### src/rtl/evt_trigger_gen.sv
module evt_trigger_gen #(
  parameter int          NSRC      = 20,
  parameter int          QDEPTH    = 4,
  parameter int          RA_W      = 3,
  parameter logic [63:0] TRIG_FLAG = 64'h0000_0000_8000_0000,
  localparam int         SRC_W     = (NSRC > 1) ? $clog2(NSRC) : 1
) (
  input  logic             clk,
  input  logic             rst_n,
  input  logic [NSRC-1:0]  src_lvl,
  input  logic             reg_we,
  input  logic [RA_W-1:0]  reg_addr,
  input  logic [63:0]      reg_wdata,
  output logic [63:0]      reg_rdata,
  input  logic             ntf_valid,
  input  logic [SRC_W-1:0] ntf_src,
  output logic             ntf_ready,
  output logic             st_valid,
  output logic [63:0]      st_addr,
  output logic [63:0]      st_data,
  input  logic             st_ready,
  input  logic             st_rsp_valid,
  input  logic             st_rsp_err,
  output logic             st_err,
  output logic             method_err,
  output logic             src_reset
);
  localparam int QP_W = (QDEPTH > 1) ? $clog2(QDEPTH) : 1;

  typedef enum logic [1:0] {S_IDLE, S_REQ, S_RSP} eng_t;

  logic [63:0] ctl_q, adr_q, ofs_q, lvl_q, lvl_in;
  logic        serr_q, merr_q, srst_q;
  eng_t        eng_q;
  logic [63:0] sa_q, sd_q;

  logic [SRC_W-1:0] q_mem [QDEPTH];
  logic [QP_W-1:0]  wp_q, rp_q;
  logic [QP_W:0]    cnt_q;
  logic             push, pop;

  wire wr_ctl = reg_we && reg_addr == RA_W'(0);
  wire wr_adr = reg_we && reg_addr == RA_W'(1);
  wire wr_ofs = reg_we && reg_addr == RA_W'(2);

  always_comb begin
    lvl_in = '0;
    for (int n = 0; n < NSRC; n++) lvl_in[63-n] = src_lvl[n];
  end

  always_comb begin
    case (reg_addr)
      RA_W'(0): reg_rdata = ctl_q;
      RA_W'(1): reg_rdata = adr_q;
      RA_W'(2): reg_rdata = ofs_q;
      RA_W'(3): reg_rdata = lvl_q;
      default:  reg_rdata = '1;
    endcase
  end

  always_ff @(posedge clk) begin
    if (!rst_n) begin
      ctl_q  <= '0;
      adr_q  <= '0;
      ofs_q  <= '0;
      lvl_q  <= '0;
      merr_q <= 1'b0;
      srst_q <= 1'b0;
    end else begin
      if (wr_ctl) ctl_q <= reg_wdata;
      if (wr_adr) adr_q <= reg_wdata;
      if (wr_ofs) ofs_q <= reg_wdata;
      srst_q <= wr_ctl && reg_wdata[62];
      if (!ctl_q[63])         lvl_q  <= lvl_in;
      else if (lvl_in != lvl_q) merr_q <= 1'b1;
    end
  end

  assign ntf_ready = cnt_q != (QP_W+1)'(QDEPTH);
  assign push      = ntf_valid && ntf_ready;
  assign pop       = eng_q == S_IDLE && cnt_q != '0;

  always_ff @(posedge clk) begin
    if (push) q_mem[wp_q] <= ntf_src;
  end

  always_ff @(posedge clk) begin
    if (!rst_n) begin
      wp_q  <= '0;
      rp_q  <= '0;
      cnt_q <= '0;
    end else begin
      if (push) wp_q <= (wp_q == QP_W'(QDEPTH-1)) ? '0 : wp_q + 1'b1;
      if (pop)  rp_q <= (rp_q == QP_W'(QDEPTH-1)) ? '0 : rp_q + 1'b1;
      cnt_q <= cnt_q + (QP_W+1)'(push) - (QP_W+1)'(pop);
    end
  end

  wire [63:0] trig = TRIG_FLAG | {32'b0, ofs_q[63:32]} | 64'(q_mem[rp_q]);

  always_ff @(posedge clk) begin
    if (!rst_n) begin
      eng_q  <= S_IDLE;
      sa_q   <= '0;
      sd_q   <= '0;
      serr_q <= 1'b0;
    end else begin
      case (eng_q)
        S_IDLE: if (pop && adr_q[63]) begin
          sa_q  <= {1'b0, adr_q[62:0]};
          sd_q  <= trig;
          eng_q <= S_REQ;
        end
        S_REQ: if (st_ready) eng_q <= S_RSP;
        S_RSP: if (st_rsp_valid) begin
          if (st_rsp_err) serr_q <= 1'b1;
          eng_q <= S_IDLE;
        end
        default: eng_q <= S_IDLE;
      endcase
    end
  end

  assign st_valid   = eng_q == S_REQ;
  assign st_addr    = sa_q;
  assign st_data    = sd_q;
  assign st_err     = serr_q;
  assign method_err = merr_q;
  assign src_reset  = srst_q;
endmodule

### config.mk
export PLATFORM = sky130hd
export DESIGN_NAME = evt_trigger_gen
export DESIGN_NICKNAME = d
export VERILOG_FILES = /design/src/rtl/evt_trigger_gen.sv
export SDC_FILE = /design/constraint.sdc
export NUM_CORES = 1
export LEC_CHECK = 0
export ABC_AREA = 1
export BUFFER_PORTS_ARGS = -buffer_cell sky130_fd_sc_hd__buf_2
export CORE_ASPECT_RATIO = 2
export CORE_MARGIN = 2
export CORE_UTILIZATION = 25
export DETAILED_ROUTE_END_ITERATION = 8
export PLACE_DENSITY_LB_ADDON = 0.2
export SKIP_CTS_REPAIR_TIMING = 1
export SLEW_MARGIN = 20
export SYNTH_ARGS = -nofsm -noshare
export SYNTH_HDL_FRONTEND = slang
export SYNTH_SLANG_ARGS = --single-unit
export TNS_END_PERCENT = 20
### constraint.sdc
create_clock -name clk -period 1.9 [get_ports clk]
set_input_delay 0.19 -clock clk [delete_from_list [all_inputs] [get_ports clk]]
set_output_delay 0.19 -clock clk [all_outputs]
set_load 0.01 [all_outputs]
==> flow_summary.json <==
{
  "status": "finished, violations left",
  "violations": "negative hold slack",
  "critPathArrivalTime_ns": 1.69,
  "pre_cts_slack_ns": -0.00613,
  "crit_end": "reg_rdata[58]",
  "final.setup_skew_ns": 0.00988,
  "synth.largest_area_cell": "dfxtp_1",
  "vias_per_cell": 4.63,
  "start_util": 0.253,
  "wl_per_cell_um": 18.3,
  "firstDrtPassIters": 7,
  "crit_required_ns": 1.71,
  "whs_ns": -0.0299,
  "ir_drop_mv": 0.609,
  "layout_commonest_cell": "dfxtp_1",
  "fmax_mhz": 532,
  "die_area_mm2": 0.0578,
  "areaGrowthSynthToFinish_pct": 30.6,
  "drive_gt1_frac": 0.187,
  "setup-violations-final": 0,
  "rr_endpoint": "cnt_q[2]",
  "yosysWarnings": 0,
  "path_cells": "inv_1, o22ai_1, a21oi_1, nand2_1, buf_2",
  "vias": 13200,
  "ant_nets": 0,
  "fin_crit_sh": 0.989,
  "start_kind": "register",
  "yosys_register_bits": 341,
  "placed_area_mm2": 0.0162,
  "routed_wl_um": 52300,
  "r2r_slack_ns": 0.08,
  "cp_slowest_cell": "dfxtp_1",
  "stdcell_area_mm2": 0.0182,
  "max-slew-margin-rel": 0.550,
  "startpoint": "adr_q[58]",
  "hold_viol": 3,
  "cts_tree": "done",
  "worstMarginPinSlew_ns": 0.675,
  "cts_root_buffer": "clkbuf_16",
  "final_cell_mix": "dfxtp_1 (318), a21oi_1 (297), buf_2 (260)",
  "nNetsFinal": 2199,
  "worstHoldPathType": "input pin to register",
  "reg2reg_depth": 12,
  "clock-sinks": 341,
  "gp_congestion": 0.836,
  "netlist_area_mm2": 0.0140,
  "r2r_start": "cnt_q[2]",
  "row_count": 122,
  "place_hpwl_um": 36500,
  "portBuffers": 262,
  "clk-insertion-delay-late_ns": 0.53,
  "cp_max_fo": 2,
  "antenna_found_initial": 1,
  "synthCells": 1785,
  "stdcell_count": 2862,
  "synth.avg_cell_area_um2": 7.82,
  "crit_cells": 5,
  "rsz0062_at_grt": "true",
  "first_global_vias": 12700,
  "power_density_mw_per_mm2": 963,
  "dp.cells": 2708,
  "criticalPathCategory": "register to output pin",
  "htree_levels": 2,
  "maxSlewViolCount": 0,
  "leakage_nw": 7.35,
  "setup_ws_ns": 0.0201,
  "drt_iter0_drc": 820,
  "drc_errors": 0,
  "coreArea_mm2": 0.0553,
  "fin_crit_ns": 1.88,
  "synthTopCellsByArea": "dfxtp_1 (46%), a21oi_1 (11%), o21ai_0 (7.5%)",
  "yosysUniqueCellTypes": 32,
  "slowest_delay_ns": 0.35,
  "fp.dieW_um": 171,
  "n_fill_cell": 5936,
  "cap_violations": 0,
  "cts_buffers": 35,
  "die_y_um": 338,
  "grt_usage": 0.177,
  "ys_seq_area_frac": 0.503,
  "critPathBufInv": 2,
  "grt_overflow_total": 0,
  "grt_max_degree": 115,
  "p_total_mw": 17.6,
  "critPathTopFamily": "compound AO/OA/AOI/OAI gates",
  "cts_buffer_depth": 3,
  "ios": 296,
  "synth_top_area_share": 0.460,
  "cp-end-kind": "output pin",
  "grt_pass1_wl_um": 78300,
  "clk_pin_slew_worst_paths_ns": 0.06
}
## through the flow
| stage | setup TNS (ns) | util |
|---|---|---|
| floorplan | 0 | - |
| global placement | -0.0481 | 0.292 |
| detailed placement | -0.00613 | 0.292 |
| CTS | -0.0465 | 0.313 |
| global route | -0.0918 | 0.330 |
| finish | 0 | 0.330 |
## cell usage after synthesis, drive strengths merged
cell,instances
inv,157
clkinv,3
o22ai,4
buf,96
o211a,1
o21ai,217
a211oi,1
nand4,1
edfxtp,20
a21oi,297
clkbuf,75
o2111ai,16
fa,1
nand2,190
o21bai,1
o211ai,5
nand3b,1
o221ai,44
conb,1
dfxtp,321
nand3,113
xnor2,9
nor2,204
ha,7
## tightest hold or removal path: cells and delay by family
family	cells	cell delay [ns]
buf+inv	1	0.10
compound gates	2	0.17
## layout make-up
class                           count  area [um2]  area share
Sequential cell                   341        7030       0.386
Multi-Input combinational cell   1145        5600       0.307
Timing Repair Buffer              409        2900       0.159
Clock buffer                       50        1040      0.0568
Tap cell                          744         931      0.0511
Inverter                          160         608      0.0334
Clock inverter                     12         118     0.00645
Antenna cell                        1        2.50    0.000137
## worst min path at each step
| stage | start | endpoint | slack (ns) | cells after the start |
|---|---|---|---|---|
| finish | src_lvl[5] | lvl_q[58] | -0.03 | 3 |
| global route | reg_wdata[36] | ctl_q[36] | 0.004 | 3 |
| CTS | ntf_src[1] | q_mem[1][1] | -0.16 | 1 |
| detailed placement | ntf_src[1] | q_mem[1][1] | 0.42 | 1 |
| global placement | ntf_src[0] | q_mem[1][0] | 0.42 | 1 |
| floorplan | ntf_src[0] | q_mem[0][0] | 0.29 | 0 |
## cell families (layout without fill, tap and decap cells)
family | Yosys count | in the layout | share of synthesized area
AND/OR/NAND/NOR | 509 | 509 | 0.149
AO/OA/AOI/OAI | 586 | 586 | 0.228
XOR/XNOR | 9 | 9 | 0.00565
other | 1 | 34 | 0.000269
buffers and inverters | 331 | 631 | 0.105
flip-flops | 341 | 341 | 0.503
adder cells (fa/ha/maj) | 8 | 8 | 0.00771
## state kept, by name, indices dropped and copies added (netlist names), 3 cells and up, named ones only
name	cells
lvl_q	20
st_addr	63
adr_q	64
ctl_q	64
ofs_q	64
q_mem	20
st_data	32
cnt_q	3
## layer usage
layer  wire length [um]  vias to the layer above  global-route usage
met5                  0                        -                   0
met4               1560                        0              0.0616
met3               2610                       69              0.0323
met2              27400                      387               0.326
met1              20700                     6250               0.200
li1                   -                     6539                   -
## power breakdown
part | total [mW] | switching, mW | internal, mW
Combinational | 2.73 | 1.78 | 0.947
Sequential | 7.70 | 0.170 | 7.53
Clock | 7.13 | 3.04 | 4.09
Total | 17.6 | 4.99 | 12.6
No activity file was read; power rests on OpenSTA's default activity.
